File: config.mk
export PLATFORM = sky130hd
export DESIGN_NAME = phy_indirect_master
export DESIGN_NICKNAME = d
export VERILOG_FILES = /design/src/rtl/phyacc_pkg.sv /design/src/rtl/phyacc_poll.sv /design/src/rtl/phyacc_ctl_enc.sv /design/src/rtl/phy_indirect_master.sv
export SDC_FILE = /design/constraint.sdc
export NUM_CORES = 1
export LEC_CHECK = 0
export BUFFER_PORTS_ARGS = -buffer_cell sky130_fd_sc_hd__buf_2
export CAP_MARGIN = 20
export CORE_MARGIN = 3
export CORE_UTILIZATION = 26
export CTS_CLUSTER_DIAMETER = 30
export DETAILED_ROUTE_END_ITERATION = 10
export HOLD_SLACK_MARGIN = 0.08
export SYNTH_ARGS = -nofsm -noshare
export SYNTH_HDL_FRONTEND = slang
export SYNTH_SLANG_ARGS = --single-unit
export TNS_END_PERCENT = 5
File: constraint.sdc
create_clock -name clk -period 2.2 [get_ports clk]
set_input_delay 0.22 -clock clk [delete_from_list [all_inputs] [get_ports clk]]
set_output_delay 0.22 -clock clk [all_outputs]
set_load 0.05 [all_outputs]
File: src/rtl/phyacc_pkg.sv
package phyacc_pkg;

   // Sequencer steps; order follows the access protocol
   typedef enum logic [3:0] {
      ST_IDLE,
      ST_A_SET,
      ST_A_CAP,
      ST_A_REL,
      ST_D_SET,
      ST_D_CAP,
      ST_D_REL,
      ST_W_STB,
      ST_W_REL,
      ST_R_STB,
      ST_R_REL
   } seq_state_e;

   // Strobe positions, counted upward from the top of the value field
   localparam int STB_ACAP = 0;
   localparam int STB_DCAP = 1;
   localparam int STB_WR   = 2;
   localparam int STB_RD   = 3;
   localparam int STB_N    = 4;

endpackage

File: src/rtl/phyacc_poll.sv
module phyacc_poll #(
   parameter int POLL_LIMIT = 10,
   parameter int SAMPLE_GAP = 4
) (
   input  logic clk,
   input  logic rst_n,
   input  logic wait_en,
   input  logic ack_lvl,
   input  logic want_hi,
   output logic hit,
   output logic expire
);

   localparam int TRY_W = (POLL_LIMIT > 1) ? $clog2(POLL_LIMIT + 1) : 1;
   localparam int GAP_W = (SAMPLE_GAP > 1) ? $clog2(SAMPLE_GAP) : 1;

   logic             sample_now;
   logic             finish;
   logic [TRY_W-1:0] tries_q;

   generate
      if (SAMPLE_GAP == 1) begin : g_every
         assign sample_now = wait_en;
      end else begin : g_spaced
         logic [GAP_W-1:0] gap_q;
         always_ff @(posedge clk) begin
            if (!rst_n)
               gap_q <= '0;
            else if (!wait_en || finish)
               gap_q <= '0;
            else if (gap_q == GAP_W'(SAMPLE_GAP - 1))
               gap_q <= '0;
            else
               gap_q <= gap_q + 1'b1;
         end
         assign sample_now = wait_en && (gap_q == '0);
      end
   endgenerate

   assign hit    = sample_now && (ack_lvl == want_hi);
   assign expire = sample_now && (ack_lvl != want_hi) &&
                   (tries_q == TRY_W'(POLL_LIMIT - 1));
   assign finish = hit || expire;

   always_ff @(posedge clk) begin
      if (!rst_n)
         tries_q <= '0;
      else if (!wait_en || finish)
         tries_q <= '0;
      else if (sample_now)
         tries_q <= tries_q + 1'b1;
   end


   try_bound_chk: assert property (@(posedge clk) disable iff (!rst_n)
      tries_q < TRY_W'(POLL_LIMIT));


   wait_clear_chk: assert property (@(posedge clk) disable iff (!rst_n)
      !wait_en |=> tries_q == '0);

endmodule

File: src/rtl/phyacc_ctl_enc.sv
module phyacc_ctl_enc
   import phyacc_pkg::*;
#(
   parameter int VAL_W = 16
) (
   input  seq_state_e               state,
   input  logic [VAL_W-1:0]         addr_val,
   input  logic [VAL_W-1:0]         data_val,
   output logic [VAL_W+STB_N-1:0]   ctrl
);

   always_comb begin
      ctrl = '0;
      unique case (state)
         ST_A_SET, ST_A_REL: ctrl[VAL_W-1:0] = addr_val;
         ST_A_CAP: begin
            ctrl[VAL_W-1:0]        = addr_val;
            ctrl[VAL_W + STB_ACAP] = 1'b1;
         end
         ST_D_SET, ST_D_REL, ST_W_REL: ctrl[VAL_W-1:0] = data_val;
         ST_D_CAP: begin
            ctrl[VAL_W-1:0]        = data_val;
            ctrl[VAL_W + STB_DCAP] = 1'b1;
         end
         ST_W_STB: ctrl[VAL_W + STB_WR] = 1'b1;
         ST_R_STB: ctrl[VAL_W + STB_RD] = 1'b1;
         default:  ctrl = '0;
      endcase
   end

endmodule

File: src/rtl/phy_indirect_master.sv
module phy_indirect_master
   import phyacc_pkg::*;
#(
   parameter int VAL_W      = 16,
   parameter int POLL_LIMIT = 10,
   parameter int SAMPLE_GAP = 4
) (
   input  logic                     clk,
   input  logic                     rst_n,
   input  logic                     req_valid,
   input  logic                     req_write,
   input  logic [VAL_W-1:0]         req_addr,
   input  logic [VAL_W-1:0]         req_wdata,
   output logic                     rsp_done,
   output logic                     rsp_error,
   output logic [VAL_W-1:0]         rsp_rdata,
   output logic [VAL_W+STB_N-1:0]   phy_ctrl,
   input  logic [VAL_W:0]           phy_status
);

   localparam int ACK_POS = VAL_W;
   localparam int CTRL_W  = VAL_W + STB_N;

   generate
      if (VAL_W < 1) begin : g_bad_width
         $error("VAL_W must be at least 1");
      end
      if (POLL_LIMIT < 1) begin : g_bad_limit
         $error("POLL_LIMIT must be at least 1");
      end
      if (SAMPLE_GAP < 1) begin : g_bad_gap
         $error("SAMPLE_GAP must be at least 1");
      end
   endgenerate

   seq_state_e       state_q, state_d;
   logic [VAL_W-1:0] addr_q, data_q, rdata_q;
   logic             wr_q, done_q, err_q;
   logic             wait_en, want_hi, hit, expire, finish_ok;

   always_comb begin
      wait_en = 1'b0;
      want_hi = 1'b0;
      unique case (state_q)
         ST_A_CAP, ST_D_CAP, ST_W_STB, ST_R_STB: begin
            wait_en = 1'b1;
            want_hi = 1'b1;
         end
         ST_A_REL, ST_D_REL, ST_W_REL, ST_R_REL: wait_en = 1'b1;
         default: ;
      endcase
   end

   phyacc_poll #(
      .POLL_LIMIT (POLL_LIMIT),
      .SAMPLE_GAP (SAMPLE_GAP)
   ) u_poll (
      .clk     (clk),
      .rst_n   (rst_n),
      .wait_en (wait_en),
      .ack_lvl (phy_status[ACK_POS]),
      .want_hi (want_hi),
      .hit     (hit),
      .expire  (expire)
   );

   phyacc_ctl_enc #(
      .VAL_W (VAL_W)
   ) u_enc (
      .state    (state_q),
      .addr_val (addr_q),
      .data_val (data_q),
      .ctrl     (phy_ctrl)
   );

   assign finish_ok = hit && (state_q == ST_W_REL || state_q == ST_R_REL);

   always_comb begin
      state_d = state_q;
      unique case (state_q)
         ST_IDLE:  if (req_valid) state_d = ST_A_SET;
         ST_A_SET: state_d = ST_A_CAP;
         ST_A_CAP: if (hit) state_d = ST_A_REL;
         ST_A_REL: if (hit) state_d = wr_q ? ST_D_SET : ST_R_STB;
         ST_D_SET: state_d = ST_D_CAP;
         ST_D_CAP: if (hit) state_d = ST_D_REL;
         ST_D_REL: if (hit) state_d = ST_W_STB;
         ST_W_STB: if (hit) state_d = ST_W_REL;
         ST_W_REL: if (hit) state_d = ST_IDLE;
         ST_R_STB: if (hit) state_d = ST_R_REL;
         ST_R_REL: if (hit) state_d = ST_IDLE;
         default:  state_d = ST_IDLE;
      endcase
      if (expire)
         state_d = ST_IDLE;
   end

   always_ff @(posedge clk) begin
      if (!rst_n) begin
         state_q <= ST_IDLE;
         addr_q  <= '0;
         data_q  <= '0;
         wr_q    <= 1'b0;
         rdata_q <= '0;
         done_q  <= 1'b0;
         err_q   <= 1'b0;
      end else begin
         state_q <= state_d;
         done_q  <= finish_ok || expire;
         err_q   <= expire;
         if (state_q == ST_IDLE && req_valid) begin
            addr_q <= req_addr;
            data_q <= req_wdata;
            wr_q   <= req_write;
         end
         if (state_q == ST_R_STB && hit)
            rdata_q <= phy_status[VAL_W-1:0];
      end
   end

   assign rsp_done  = done_q;
   assign rsp_error = err_q;
   assign rsp_rdata = rdata_q;


   one_strobe_chk: assert property (@(posedge clk) disable iff (!rst_n)
      $countones(phy_ctrl[CTRL_W-1:VAL_W]) <= 1);


   done_ctrl_zero_chk: assert property (@(posedge clk) disable iff (!rst_n)
      rsp_done |-> phy_ctrl == '0);


   error_with_done_chk: assert property (@(posedge clk) disable iff (!rst_n)
      rsp_error |-> rsp_done);


   done_pulse_chk: assert property (@(posedge clk) disable iff (!rst_n)
      rsp_done |=> !rsp_done);


   busy_hold_chk: assert property (@(posedge clk) disable iff (!rst_n)
      (state_q != ST_IDLE) |=> ($stable(addr_q) && $stable(data_q) && $stable(wr_q)));


   rdata_source_chk: assert property (@(posedge clk) disable iff (!rst_n)
      !$stable(rsp_rdata) |-> $past(phy_ctrl[VAL_W + STB_RD] && phy_status[ACK_POS]));

endmodule

== Word-level counts from Yosys, hierarchy flattened ==
Index checks and enable logic that the tools add are counted.

* Register bits after elaboration: 61
* Bits of input ports: 53
* Output and inout bits: 38
* Logic and storage cells: 74

* Add/subtract/negate cells: 2
* Equality and inequality tests: 22
* Multiplexer cells: 17
* Bitwise logic cells: 1
* Reductions and logical operators: 23

{| class="wikitable"
|+ Operator list
! operator !! number
|-
| 4-bit case mux with 10 select lines || 1
|-
| 4-bit 2-to-1 mux || 9
|-
| 16-bit case mux with 2 select lines || 1
|-
| 4-bit by 3-bit equality test with 1-bit output (second input constant) || 4
|-
| 4-bit equality test (second input constant) || 4
|-
| 2-bit inequality test (second input constant) || 7
|-
| 4-bit by 2-bit equality test with 1-bit output (second input constant) || 2
|-
| 8-bit AND reduction || 1
|-
| 4-bit OR reduction || 2
|-
| 8-bit OR reduction || 1
|-
| 1-bit logical AND || 7
|-
| 1-bit 2-to-1 mux || 6
|-
| 2-bit OR reduction || 3
|-
| 3-bit OR reduction || 2
|-
| 4-bit by 1-bit adder with 4-bit output (second input constant) || 1
|-
| 4-bit by 1-bit equality test with 1-bit output (second input constant) || 1
|-
| 4-bit logical NOT || 1
|-
| 1-bit logical OR || 4
|-
| 2-bit by 1-bit adder with 2-bit output (second input constant) || 1
|-
| 2-bit equality test (second input constant) || 1
|-
| 2-bit logical NOT || 1
|-
| 2-bit by 1-bit inequality test with 1-bit output (second input constant) || 1
|-
| 1-bit equality test || 1
|-
| 1-bit logical NOT || 1
|-
| other kinds (2) || 2
|}

== Logic depth before layout (Yosys ltp) ==
* Depth after elaboration: 9
* Mapped depth: 9
* Depth with buffers taken out: 7

== Hierarchy ==
Synthesis repeated with hierarchy kept, for this count alone.

* Cells, all modules: 386
* Area, all modules: 3524.6 um^2

{| class="wikitable"
|+ By module, submodules not included
! module !! times used !! cells each !! area each (um^2) !! seq. area each (um^2)
|-
| phy_indirect_master || 1 || 268 || 2572.5 || 1101.1
|-
| phyacc_ctl_enc || 1 || 83 || 610.6 || 0.0
|-
| phyacc_poll || 1 || 35 || 341.6 || 120.1
|}

== Worst setup path before layout ==
Ideal clock, no wire load.

* Kind: register -> register
* Start point: reg state_q[3]
* End point: reg u_poll.tries_q[1]
* Library setup time: 0.079 ns
* Data arrival time: 2.063 ns
* Data required time: 2.121 ns
* Slack: 0.058 ns
* Stages on the path, launching flop included: 8
* Path buffers: 2
* Period minus slack after synthesis: 2.142 ns
* Path through: dfxtp_1 > buf_4 > nor4b_4 > o31a_2 > o41ai_4 > or2_1 > buf_4 > a211oi_2

* Longest elaborated chain between the ends: 9
* Elaborated cells between the ends (all ways): 22
* Those cells by class: eq/ne (10); mux (2); reduce/logical (10)

{| class="wikitable"
|+ Ends and longest elaborated chain
! what !! line !! RTL
|-
| start: declaration || phy_indirect_master.sv:36 || <nowiki>seq_state_e state_q, state_d;</nowiki>
|-
| start signal: assignment || phy_indirect_master.sv:108 || <nowiki>state_q <= state_d;</nowiki>
|-
| 4-bit equality test (tied with other cells) || phy_indirect_master.sv:44 || <nowiki>unique case (state_q)</nowiki>
|-
| 8-bit OR reduction (no source line) / 4-bit OR reduction (equally long branches) || -- ||
|-
| 1-bit 2-to-1 mux || phy_indirect_master.sv:44 ||
|-
| 1-bit logical AND / 1-bit inequality test (equally long branches) || phyacc_poll.sv:36, phyacc_poll.sv:41 ||
|-
| 1-bit logical AND (2 in a row) || phyacc_poll.sv:41 || <nowiki>assign expire = sample_now && (ack_lvl != want_hi) &&</nowiki>
|-
| 1-bit logical OR || phyacc_poll.sv:43 || <nowiki>assign finish = hit || expire;</nowiki>
|-
| 1-bit logical OR || phyacc_poll.sv:48 || <nowiki>else if (!wait_en || finish)</nowiki>
|-
| 2-bit OR reduction (no source line) || -- ||
|-
| end signal: assignment || phyacc_poll.sv:51 || <nowiki>tries_q <= tries_q + 1'b1;</nowiki>
|-
| end: declaration || phyacc_poll.sv:19 || <nowiki>logic [TRY_W-1:0] tries_q;</nowiki>
|}

Parallel ways exist; a longest one is shown, timed or not.
A chain may end at the register's enable or synchronous reset.

== Worst setup path in the final report ==
* Start point: reg state_q[2]
* End point: out phy_ctrl[4]

* Longest elaborated chain between the ends: 3
* Elaborated cells between the ends (all ways): 10
* Those cells by class: eq/ne (7); mux (1); reduce/logical (2)

{| class="wikitable"
|+ Ends and longest elaborated chain
! what !! line !! RTL
|-
| 4-bit equality test (tied with other cells) || phyacc_ctl_enc.sv:14 || <nowiki>unique case (state)</nowiki>
|-
| 4-bit OR reduction (no source line) / 3-bit OR reduction (equally long branches) || -- ||
|-
| 16-bit case mux with 2 select lines * || phyacc_ctl_enc.sv:14 ||
|-
| end: declaration || phy_indirect_master.sv:17 || <nowiki>output logic [VAL_W+STB_N-1:0] phy_ctrl,</nowiki>
|}

Every way passes the cells marked *; elsewhere a longest branch is shown, timed or not.

==> impl_metrics.json <==
{
  "rsz0062_at_grt": "false",
  "core-area_sq_mm": 0.0105,
  "worst_ep_arrival_time_ns": 1.87,
  "pin_count": 91,
  "grt_pass1_wl_um": 11800,
  "drv_slew": 0,
  "whs_endpoint": "data_q[14]$_SDFFE_PN0P_",
  "post-route-util": 0.360,
  "r2r-start": "u_poll.g_spaced.gap_q[0]$_SDFF_PP0_",
  "post_dp_cell_area_sq_mm": 0.00343,
  "period_share": 0.950,
  "synthToLayoutAreaGrowth_pct": 33.0,
  "dp_hpwl_um": 5270,
  "cap_violations": 0,
  "min_path_cells": 3,
  "cts.sinks": 61,
  "status": "complete, no violations",
  "die_h_um": 110,
  "drive_gt1_frac": 0.320,
  "viasPerCell": 4.56,
  "yosysTopAreaCell": "dfxtp_1",
  "worstSetupEndpointType": "output port",
  "power.leakage_nw": 1.56,
  "synthMostInstantiatedCell": "nand2_1",
  "die_x_um": 110,
  "power_mw": 3.90,
  "reg2reg_depth": 7,
  "fmax_mhz": 478,
  "cts_setup_buffers": 0,
  "overflow": 0,
  "ys_types": 46,
  "min_period_ns": 2.09,
  "cts_max_level": 3,
  "cts_hold_buf": 0,
  "hold_viol": 0,
  "grt_util_all_layers": 0.126,
  "die-area_sq_mm": 0.0122,
  "synthFlopType": "dfxtp_1",
  "cts_buffers": 9,
  "dr.first_iter.drc_count": 136,
  "cp_max_fo": 9,
  "cp.required_ns": 1.98,
  "stdcell_count": 564,
  "synth_top_area_frac": 0.431,
  "synth_edf_count": 0,
  "ys_ff_latch": 61,
  "crit_top_cell": "buf_4",
  "antenna_found_initial": 0,
  "slowest_stage": "dfxtp_4",
  "root_buffer": "clkbuf_8",
  "first_pass_iters": 4,
  "max_slew_margin": 0.737,
  "path_clk_slew_ns": 0.06,
  "hp-start": "req_wdata[14]",
  "ys_top_cells_by_count": "nand2_1 (110), dfxtp_1 (61), a21boi_0 (42)",
  "hold_class": "in2reg",
  "slowest_delay_ns": 0.38,
  "io_buffers": 90,
  "antenna_left": 0,
  "start_util": 0.271,
  "dp_cells": 548,
  "critical_path_class": "reg2out",
  "route.detailed.drc": 0,
  "worst_pin_slew_ns": 0.391,
  "rows": 37,
  "setup_viol": 0,
  "yosysWarnings": 0,
  "async_flop_share": 0,
  "fin_skew_ns": 0.00804,
  "grt_start_max_net_pins": 44,
  "avgSynthCellArea_sq_um": 8.50,
  "diodes": 0,
  "cts_buffer_depth": 2,
  "gp_congestion": 0.817,
  "rrSetupSlack_ns": 0.23,
  "fin_tns_setup_ns": 0,
  "clk_latency_ns": 0.32,
  "postSynthCellCount": 333,
  "ys_seq_area_frac": 0.431,
  "wl_um": 7330,
  "power.density_mw_per_mm2": 1040,
  "nets": 481,
  "synth_nets": 390,
  "grt_pass1_vias": 2467,
  "post_drt_wl_per_cell_um": 13.0,
  "vias": 2570,
  "max-vdd-ir-drop_v": 0.000379,
  "worstPathCellList": "buf_4, nand2b_4, o31ai_4, buf_6, a22o_1, buf_4",
  "regToRegEndpoint": "state_q[2]$_SDFFE_PP0P_",
  "stdcell_area_sq_mm": 0.00376,
  "tritoncts": "done",
  "worstSetupStartpointType": "flip-flop",
  "synthesis.area_sq_mm": 0.00283,
  "netlist_top_cells_area": "dfxtp_1 (43%), nand2_1 (15%), a21boi_0 (11%), a22o_1 (4.9%), a21boi_1 (1.9%)"
}
==> where the power goes <==
group	leakage (nW)	total (mW)	switching (mW)	internal, mW
clock network	0.115	1.14	0.418	0.725
logic	0.949	1.37	0.849	0.520
registers	0.498	1.39	0.130	1.26
==> worst max-delay path: cells and delay by family (launching register included) <==
family	cells	cell delay, ns
flip-flops	1	0.38
AO/OA/AOI/OAI	2	0.46
buffers and inverters	3	0.56
AND/OR/NAND/NOR	1	0.16
==> worst max path at each step <==
stage | slack [ns] | cells after the start | from | endpoint
3_3_place_gp | 0.24 | 5 | state_q[1]$_SDFFE_PP0P_ | u_poll.tries_q[2]$_SDFFE_PP0P_
4_1_cts | 0.0002 | 6 | state_q[2]$_SDFFE_PP0P_ | phy_ctrl[13]
5_1_grt | 0.001 | 6 | state_q[2]$_SDFFE_PP0P_ | phy_ctrl[8]
6_report | 0.11 | 6 | state_q[2]$_SDFFE_PP0P_ | phy_ctrl[4]
3_5_place_dp | 0.23 | 5 | state_q[1]$_SDFFE_PP0P_ | u_poll.tries_q[3]$_SDFFE_PP0P_
2_1_floorplan | 0.06 | 7 | state_q[3]$_SDFFE_PP0P_ | u_poll.tries_q[1]$_SDFFE_PP0P_
==> metrics by stage <==
step | hold WS, ns | worst slack (ns)
after global placement | 0.443 | 0.245
after floorplan | 0.352 | 0.0575
after global routing | 0.108 | 0.00146
after CTS | 0.114 | 0.000167
final | 0.135 | 0.110
after detailed placement | 0.450 | 0.229
==> layout by cell type, fill, tap and decap left out, drive strengths merged, types with 2 or more instances in the layout <==
cell type / instances
nand2b: 5
nand3: 3
buf: 106
inv: 6
nor4: 2
a211o: 2
o221ai: 2
o31ai: 2
a22o: 16
bufinv: 2
xor2: 3
nor2: 10
ha: 4
nor3: 2
and3b: 3
a21oi: 6
dfxtp: 61
a21boi: 49
clkbuf: 12
nand4: 2
nand2: 110
==> per-layer routing <==
| layer | GRT usage | part of all wire | vias to the layer above |
|---|---|---|---|
| li1 | - | - | 1306 |
| met1 | 0.166 | 0.46 | 1187 |
| met2 | 0.193 | 0.46 | 71 |
| met3 | 0.0402 | 0.072 | 6 |
| met4 | 0.0449 | 0.0081 | 0 |
| met5 | 0 | 0 | - |
==> area by class of cell <==
| type | instances | area, sq um |
|---|---|---|
| fillers | 1102 | 6700 |
| multi-input cells | 240 | 1470 |
| flip-flops and latches | 61 | 1230 |
| repair buffers | 106 | 644 |
| well taps | 136 | 170 |
| clock buffers | 12 | 165 |
| clock inverters | 3 | 67.6 |
| inverters | 6 | 22.5 |
==> logic make-up after synthesis <==
group                    share of synthesized area
AND/OR/NAND/NOR                              0.232
flip-flops                                   0.431
buffers and inverters                       0.0583
XOR/XNOR                                    0.0124
adder cells (fa/ha/maj)                     0.0177
AO/OA/AOI/OAI                                0.249
==> what timing repair did <==
item	4_1_cts	5_1_grt
endpoints found under the setup margin	16	16
pin swaps	0	2
cloned	0	1
resized for setup	7	38
==> registers in the layout (all words and copies together) (netlist names) <==
register,cells
data_q,16
rsp_rdata,16
u_poll.g_spaced.gap_q,2
wr_q,1
state_q,4
u_poll.tries_q,4
addr_q,16
rsp_error,1
rsp_done,1
(Power assumes the default switching activity.)
